==> src/rtl/fxp_mac_pkg.sv <==
// Shared encodings for the fixed-point MAC.
// Assumes: 2-bit op and rounding-mode fields as listed in the brief.
package fxp_mac_pkg;
    typedef enum logic [1:0] {
        MAC_CLEAR = 2'd0,
        MAC_LOAD  = 2'd1,
        MAC_ADD   = 2'd2,
        MAC_SUB   = 2'd3
    } mac_op_e;

    typedef enum logic [1:0] {
        RND_TRUNC     = 2'd0,
        RND_NEAREST   = 2'd1,
        RND_CONV      = 2'd2,
        RND_TRUNC_ALT = 2'd3
    } rnd_mode_e;
endpackage

==> src/rtl/frac_mult.sv <==
// Signed fractional multiplier.
// Gives a*b aligned to one sign bit (shifted left by one).
// Assumes: both operands are signed fractions of OP_W bits. The single
// overflowing case, most-negative times most-negative, is clamped.
module frac_mult #(
    parameter int OP_W = 16
) (
    input  logic [OP_W-1:0]   a,
    input  logic [OP_W-1:0]   b,
    output logic [2*OP_W-1:0] prod
);
    localparam int PROD_W = 2 * OP_W;
    localparam logic [PROD_W-1:0] PROD_MAX = {1'b0, {(PROD_W-1){1'b1}}};
    localparam logic [OP_W-1:0]   OP_MIN   = {1'b1, {(OP_W-1){1'b0}}};

    logic signed [PROD_W-1:0] full;
    logic                     both_min;

    // Full-width signed product and detection of the one overflowing case.
    always_comb begin
        full     = $signed(a) * $signed(b);
        both_min = (a == OP_MIN) && (b == OP_MIN);
    end

    // Remove the duplicated sign bit, or clamp the overflowing case.
    always_comb begin
        if (both_min) prod = PROD_MAX;
        else          prod = PROD_W'(full << 1);
    end
endmodule

==> src/rtl/mac_accum.sv <==
// Guard-bit accumulator register.
// Clears, loads, adds or subtracts the product on enabled cycles.
// Assumes: the product is signed PROD_W bits and is sign-extended to ACC_W.
// The sum wraps modulo 2^ACC_W.
module mac_accum #(
    parameter int PROD_W = 32,
    parameter int ACC_W  = 40
) (
    input  logic              clk,
    input  logic              rst_n,
    input  logic              en,
    input  logic [1:0]        op,
    input  logic [PROD_W-1:0] prod,
    output logic [ACC_W-1:0]  acc
);
    import fxp_mac_pkg::*;

    logic [ACC_W-1:0] prod_ext;
    logic [ACC_W-1:0] acc_nxt;

    // Sign-extend the product to the accumulator width.
    always_comb prod_ext = {{(ACC_W-PROD_W){prod[PROD_W-1]}}, prod};

    // Pick the next accumulator value from the operation code.
    always_comb begin
        acc_nxt = acc;
        if (en) begin
            case (mac_op_e'(op))
                MAC_CLEAR: acc_nxt = '0;
                MAC_LOAD:  acc_nxt = prod_ext;
                MAC_ADD:   acc_nxt = acc + prod_ext;
                MAC_SUB:   acc_nxt = acc - prod_ext;
                default:   acc_nxt = acc;
            endcase
        end
    end

    // Accumulator register with synchronous reset.
    always_ff @(posedge clk) begin
        if (!rst_n) acc <= '0;
        else        acc <= acc_nxt;
    end
endmodule

==> src/rtl/store_round.sv <==
// Store-path narrowing.
// Rounds the accumulator by dropping DROP low bits under the selected
// mode, then saturates to OUT_W bits.
// Assumes: DROP >= 2 and ACC_W+1-DROP >= OUT_W. Purely combinational.
module store_round #(
    parameter int ACC_W = 40,
    parameter int DROP  = 16,
    parameter int OUT_W = 16
) (
    input  logic [ACC_W-1:0] acc,
    input  logic [1:0]       mode,
    output logic [OUT_W-1:0] res,
    output logic             sat
);
    import fxp_mac_pkg::*;

    localparam int KEEP_W = ACC_W + 1 - DROP;
    localparam logic [OUT_W-1:0] OUT_MAX = {1'b0, {(OUT_W-1){1'b1}}};
    localparam logic [OUT_W-1:0] OUT_MIN = {1'b1, {(OUT_W-1){1'b0}}};

    logic [ACC_W:0]          ext;
    logic [KEEP_W-1:0]       kept;
    logic                    half_bit;
    logic                    below_half;
    logic                    round_up;
    logic [KEEP_W-1:0]       rounded;
    logic [KEEP_W-OUT_W:0]   upper;
    logic                    fits;

    // Split the accumulator, with one extra sign bit, into kept and dropped parts.
    always_comb begin
        ext        = {acc[ACC_W-1], acc};
        kept       = ext[ACC_W:DROP];
        half_bit   = acc[DROP-1];
        below_half = |acc[DROP-2:0];
    end

    // Decide whether the rounding mode increments the kept part.
    always_comb begin
        case (rnd_mode_e'(mode))
            RND_NEAREST: round_up = half_bit;
            RND_CONV:    round_up = half_bit & (below_half | kept[0]);
            default:     round_up = 1'b0;
        endcase
        rounded = kept + KEEP_W'(round_up);
    end

    // Saturate after rounding: the upper bits must all equal the sign.
    always_comb begin
        upper = rounded[KEEP_W-1:OUT_W-1];
        fits  = (&upper) | ~(|upper);
        sat   = ~fits;
        if (fits)                      res = rounded[OUT_W-1:0];
        else if (rounded[KEEP_W-1])    res = OUT_MIN;
        else                           res = OUT_MAX;
    end
endmodule

==> src/rtl/fxp_mac.sv <==
// Fixed-point multiply-accumulate with rounding and saturating store.
// Multiplier and accumulator act on enabled cycles. A store request
// registers the rounded, saturated accumulator one cycle later and
// updates the sticky overflow flag.
// Assumes: OUT_W <= 2*OP_W-2 so that at least two bits are dropped.
module fxp_mac #(
    parameter int OP_W    = 16,
    parameter int GUARD_W = 8,
    parameter int OUT_W   = OP_W
) (
    input  logic             clk,
    input  logic             rst_n,
    input  logic             en,
    input  logic [1:0]       op,
    input  logic [OP_W-1:0]  a,
    input  logic [OP_W-1:0]  b,
    input  logic             st_req,
    input  logic [1:0]       rnd,
    output logic [OUT_W-1:0] res,
    output logic             res_valid,
    output logic             ovf
);
    import fxp_mac_pkg::*;

    localparam int PROD_W = 2 * OP_W;
    localparam int ACC_W  = PROD_W + GUARD_W;
    localparam int DROP   = PROD_W - OUT_W;

    logic [PROD_W-1:0] prod;
    logic [ACC_W-1:0]  acc;
    logic [OUT_W-1:0]  st_val;
    logic              st_sat;
    logic              do_clear;

    frac_mult #(.OP_W(OP_W)) u_mult (
        .a    (a),
        .b    (b),
        .prod (prod)
    );

    mac_accum #(.PROD_W(PROD_W), .ACC_W(ACC_W)) u_acc (
        .clk   (clk),
        .rst_n (rst_n),
        .en    (en),
        .op    (op),
        .prod  (prod),
        .acc   (acc)
    );

    store_round #(.ACC_W(ACC_W), .DROP(DROP), .OUT_W(OUT_W)) u_store (
        .acc  (acc),
        .mode (rnd),
        .res  (st_val),
        .sat  (st_sat)
    );

    // An enabled clear also resets the sticky flag.
    always_comb do_clear = en && (mac_op_e'(op) == MAC_CLEAR);

    // Result register: loads on a store request, holds otherwise.
    always_ff @(posedge clk) begin
        if (!rst_n) begin
            res       <= '0;
            res_valid <= 1'b0;
        end else begin
            res_valid <= st_req;
            if (st_req) res <= st_val;
        end
    end

    // Sticky overflow flag: set by a clamping store, cleared by clear.
    always_ff @(posedge clk) begin
        if (!rst_n)                ovf <= 1'b0;
        else if (do_clear)         ovf <= 1'b0;
        else if (st_req && st_sat) ovf <= 1'b1;
    end
endmodule

==> config.mk <==
export PLATFORM = sky130hd
export DESIGN_NAME = fxp_mac
export DESIGN_NICKNAME = d
export VERILOG_FILES = /design/src/rtl/fxp_mac_pkg.sv /design/src/rtl/frac_mult.sv /design/src/rtl/mac_accum.sv /design/src/rtl/store_round.sv /design/src/rtl/fxp_mac.sv
export SDC_FILE = /design/constraint.sdc
export NUM_CORES = 1
export LEC_CHECK = 0
export ABC_AREA = 1
export BUFFER_PORTS_ARGS = -buffer_cell sky130_fd_sc_hd__buf_2
export CORE_AREA = 5 5 177 179
export DETAILED_ROUTE_END_ITERATION = 8
export DIE_AREA = 0 0 182 184
export PLACE_DENSITY = 0.77
export REMOVE_ABC_BUFFERS = 1
export SETUP_SLACK_MARGIN = 0.2
export SLEW_MARGIN = 20
export SYNTH_ARGS = -nofsm -noshare
export SYNTH_HDL_FRONTEND = slang
export SYNTH_SLANG_ARGS = --single-unit
==> constraint.sdc <==
create_clock -name clk -period 11.4 [get_ports clk]
set_clock_uncertainty 0.1 [all_clocks]
set_input_delay 1.14 -clock clk [delete_from_list [all_inputs] [get_ports clk]]
set_output_delay 1.14 -clock clk [all_outputs]
set_load 0.03 [all_outputs]
# == Yosys cells after proc, flatten, opt, wreduce, memory -nomap -nowiden ==
# Index checks and enable logic that the tools add are counted.
# classes
add_sub_neg,3
multipliers,1
eq_ne,7
mux,5
bitwise_logic,6
n_reduce_logical,8
# op_table
cell,count
one-hot mux 40 bit (4 select lines),1
adder 40 bit,1
subtractor 40 bit,1
"equality test 16 bit, second input constant",2
two-way mux 16 bit,2
two-way mux 32 bit,1
multiplier 16 x 16 -> 31 bit,1
adder 24 x 2 -> 25 bit,1
OR reduction 15 bit,1
AND reduction 10 bit,1
OR reduction 10 bit,1
"equality test 2 bit, second input constant",3
"equality test 2 x 1 -> 1 bit, second input constant",2
logical AND 1 bit,3
NOT 1 bit,3
zero test 2 bit,1
bitwise OR 1 bit,2
one-hot mux 1 bit (2 select lines),1
OR reduction 2 bit,1
bitwise AND 1 bit,1
# word_totals
reg_bits,58
output_inout_bits,18
elab_cells,34

# == Longest topological paths before layout ==
# depth
ltp_word,10
ltp_mapped,52
ltp_nobuf,50

# == Cells and area by module ==
# Synthesis repeated with hierarchy kept, for this count alone.
# unflattened
cells_unflattened,2810
hier_area_um2,18171.2
# modules_own_cells
mod,instances,cells_each,area_each_um2,seq_area_each_um2
frac_mult,1,1483,10795.4,0.0
mac_accum,1,1036,5632.9,800.8
store_round,1,210,1082.3,0.0
fxp_mac,1,81,660.6,360.3

# == Worst setup path before layout ==
# OpenSTA, ideal clock, no wires.
# synth_path
path_kind,input port to flip-flop
startpoint,input b[6]
endpoint,register u_acc.acc[39]
setup_time_ns,0.066
t_arrival_ns,8.446
required_time_ns,11.234
path_slack_ns,2.787
cell_stages,47
n_path_buf,2
path_cell_list,buf_2 -> clkbuf_1 -> nand2_1 -> inv_1 -> fa_1 -> inv_1 -> fa_1 -> fa_1 -> inv_1 -> fa_1 -> fa_1 -> inv_1 -> fa_1 -> inv_1 -> ha_1 -> nand2_1 -> inv_2 -> nand2_1 -> [11 not listed] -> o21ai_2 -> nand2_1 -> nand2_1 -> nand2_1 -> ha_1 -> nand2_1 -> nor2_1 -> inv_1 -> nor2_1 -> inv_1 -> nor4_1 -> nand3_1 -> nand3_1 -> xor2_1 -> inv_1 -> nand3_1 -> nand3_1 -> a21oi_2
# synth_via
elab_chain_len,5
elab_cells_between_ends,7
classes_between,add/sub (2); mul (1); eq/ne (1); mux (2); reduce/logical (1)
# synth_rtl
element,line_no,source
"start, declared",fxp_mac.sv:16,"input logic [OP_W-1:0] b,"
branches (longest 2 deep; another with multiplier 16 x 16 -> 31 bit),n/a,
two-way mux 32 bit (*),frac_mult.sv:27,if (both_min) prod = PROD_MAX;
subtractor 40 bit or adder 40 bit (tied branches),"mac_accum.sv:32, mac_accum.sv:31",
one-hot mux 40 bit (4 select lines) (*),mac_accum.sv:28,case (mac_op_e'(op))
"end signal, assigned",mac_accum.sv:41,else acc <= acc_nxt;
"end, declared",mac_accum.sv:14,output logic [ACC_W-1:0] acc
# Every way passes the cells marked *.
# A chain may end at the register's enable or synchronous reset.

# == Worst setup path after layout ==
# layout_path
startpoint,input a[15]
endpoint,register u_acc.acc[39]
# layout_via
elab_chain_len,5
elab_cells_between_ends,7
classes_between,add/sub (2); mul (1); eq/ne (1); mux (2); reduce/logical (1)
# layout_rtl
element,line_no,source
"start, declared",fxp_mac.sv:15,"input logic [OP_W-1:0] a,"
branches (longest 2 deep; another with multiplier 16 x 16 -> 31 bit),n/a,
two-way mux 32 bit (*),frac_mult.sv:27,
subtractor 40 bit or adder 40 bit (tied branches),"mac_accum.sv:32, mac_accum.sv:31",
one-hot mux 40 bit (4 select lines) (*),mac_accum.sv:28,
# Marks and branches as above.

==> metrics.csv <==
stage,metric,value,unit
die,die_x,182,um
sta,setup-tns-final,0,ns
clocking,root_buffer,clkbuf_16,
logic_synthesis,ys_seq_area_frac,0.0666,
die,die_area,0.0335,sq mm
logic_synthesis,netlist_area,0.0174,sq mm
global_routing,grt_pass1_vias,16100,
global_routing,antenna_found_initial,0,
clocking,cts_resized,0,
sta,slew_viol_final,0,
critical_path,cp.required,11.59,ns
critical_path,cp_data_arrival_time,9.82,ns
place,port_buffers,57,
critical_path,timing.rr.start,u_acc.acc[16]$_SDFFE_PN0P_,
die,ios,58,
finish,antenna_cells,0,
sta,worst_hold_slack,0.364,ns
run,cap_violations,0,
global_routing,grt_max_degree,55,
clocking,numCtsBuffers,9,
critical_path,worstSetupStartpoint,a[15],
sta,min_period,9.63,ns
critical_path,startpoint_type,input port,
sta,max-slew-margin-rel,0.316,
clocking,cts_tree,built,
die,coreArea,0.0294,sq mm
hold_path,hp-class,flop to flop,
finish,fin_util,0.618,
detailed_routing,route.vias.total,16300,
place,place_congestion,1.05,
finish,area_growth,4.07,%
sta,clock.fmax,0.104,GHz
critical_path,worstPathMaxFanout,18,
place,dpl_cell_area,0.0178,sq mm
detailed_routing,viasPerCell,5.48,
detailed_routing,drt.antenna.violating_nets,0,
clocking,post_cts_buffers,0,
clocking,h-tree-depth,3,
detailed_routing,drt-total-wl,48.6,mm
finish,postLayoutCellArea,0.0182,sq mm
critical_path,slowest_stage,fa_1,
logic_synthesis,synth_area_per_cell,6.69,sq um
global_routing,grt.busiest_layer,met2,
global_routing,grt_pass1_wl,80.3,mm
critical_path,crit_type,input port to flop,
place,hpwl,39.5,mm
logic_synthesis,synth_cell_type_count,50,
clocking,clk_pin_slew,0.07,ns
logic_synthesis,synth_seq_cells,58,
global_routing,overflow,0,
die,dieHeight,184,um
clocking,clk-insertion-delay-late,0.36,ns
die,initial_core_util,0.593,
run_status,status,"finished, final reports clean",
global_routing,use_met2,0.483,
critical_path,end_kind,flop,
sta,rsz0062_at_grt,no,
sta,hold_viol_final,0,
sta,setup_viol,0,
critical_path,cp_slowest_stage_delay,0.74,ns
critical_path,crit_top_cell,nand2_1,
detailed_routing,drtIter0Drc,1660,
finish,layout-drive-gt1-share,0.0579,
hold_path,min_from,ovf$_SDFFE_PP0P_,
logic_synthesis,synthCells,2609,
global_routing,grt_use_met3,0.0457,
finish,finalNetCount,3007,
detailed_routing,route.detailed.drc,0,
sta,period_share,0.845,
logic_synthesis,yosysWarnings,0,
global_routing,gr-usage-all-layers,0.296,
sta,worstMarginPinSlew,1.02,ns
detailed_routing,wl_per_cell,16.3,um
detailed_routing,drtPass1Iterations,5,
clocking,cts_num_sinks,58,
clocking,hold_buffers,0,
clocking,clk_path_buf_depth,2,
global_routing,grt.met1_usage,0.414,
die,core.rowCount,63,
## registers in the layout, indices dropped and copies added, names as in the netlist
register and flops:
u_acc.acc 40, ovf 1, res 16, res_valid 1
## layout by cell type, fill, tap and decap left out, types with 12 or more instances in the layout
| cell type | synthesis | final |
|---|---|---|
| nand3_1 | 97 | 97 |
| a21oi_1 | 125 | 125 |
| nand2_1 | 670 | 670 |
| xnor2_1 | 17 | 17 |
| ha_1 | 123 | 123 |
| nand4_1 | 24 | 24 |
| o21ai_0 | 83 | 83 |
| fa_1 | 257 | 257 |
| inv_2 | 11 | 12 |
| dfxtp_1 | 58 | 58 |
| nor2_1 | 172 | 171 |
| o211ai_1 | 29 | 29 |
| xor2_1 | 48 | 48 |
| a31oi_1 | 18 | 18 |
| or2_2 | 16 | 16 |
| inv_1 | 664 | 663 |
| buf_2 | 31 | 57 |
## per-layer routing
layer	share of wire	wire, um
met1	0.42	20500
met3	0.095	4620
met2	0.46	22200
met4	0.026	1260
met5	0	0
## stage by stage
step / instances / worst slack, ns
2_1_floorplan: 2516 / 3.14
3_3_place_gp: 2966 / 1.64
3_5_place_dp: 2966 / 1.58
4_1_cts: 2982 / 1.89
5_1_grt: 2982 / 1.17
6_report: 2982 / 1.77
## layout make-up
type / count / area (sq um)
clock buffer: 9 / 225
clock inverter: 7 / 103
fill: 2738 / 11200
inverter: 678 / 2550
multi-input combinational: 1780 / 13300
sequential: 58 / 1160
tap: 390 / 488
timing repair buffer: 60 / 308
## critical path, delay by kind of cell
kind                       cells  cell delay [ns]
xor gates and xnor gates       1             0.22
buffers and inverters          6             0.94
and+or+nand+nor               20             3.23
adders and majority gates      8             3.96
AOI/OAI and AO/OA              2             0.31
## final timing paths
check                                     to  slack [ns]  depth (start not counted)
setup reg to reg        res[11]$_SDFFE_PN0P_        6.36                         20
hold / removal              ovf$_SDFFE_PP0P_        0.36                          1
setup / recovery  u_acc.acc[39]$_SDFFE_PN0P_        1.77                         37
hold reg to reg             ovf$_SDFFE_PP0P_        0.36                          1
## Yosys cell counts, drive strengths merged
master | number | area share
a211oi | 1 | 0.00043
a21o | 4 | 0.0017
a21oi | 132 | 0.039
a221o | 1 | 0.00057
a221oi | 4 | 0.0020
a31o | 1 | 0.00050
a31oi | 18 | 0.0065
and2 | 3 | 0.0011
and3 | 2 | 0.00072
buf | 39 | 0.013
clkbuf | 54 | 0.012
clkinv | 3 | 0.00072
dfxtp | 58 | 0.067
fa | 257 | 0.29
ha | 123 | 0.088
inv | 675 | 0.15
nand2 | 680 | 0.15
nand3 | 103 | 0.031
nand3b | 2 | 0.00086
nand4 | 26 | 0.010
nor2 | 185 | 0.044
nor3 | 10 | 0.0037
nor3b | 1 | 0.00043
nor4 | 10 | 0.0039
o211ai | 29 | 0.012
o21a | 7 | 0.0030
o21ai | 88 | 0.025
o21bai | 7 | 0.0030
o221ai | 2 | 0.0010
o31ai | 3 | 0.0013
or2 | 16 | 0.0057
xnor2 | 17 | 0.0085
xor2 | 48 | 0.024
## cells by family after synthesis
group	after synthesis	share of synthesized area
AOI/OAI and AO/OA	297	0.0973
xor gates and xnor gates	65	0.0326
DFF	58	0.0666
adders and majority gates	380	0.383
buffers and inverters	771	0.170
and+or+nand+nor	1038	0.250
Power is left out: the tool's default activity adds up to more than one toggle a clock period on the data nets, which glitch-free logic cannot reach.
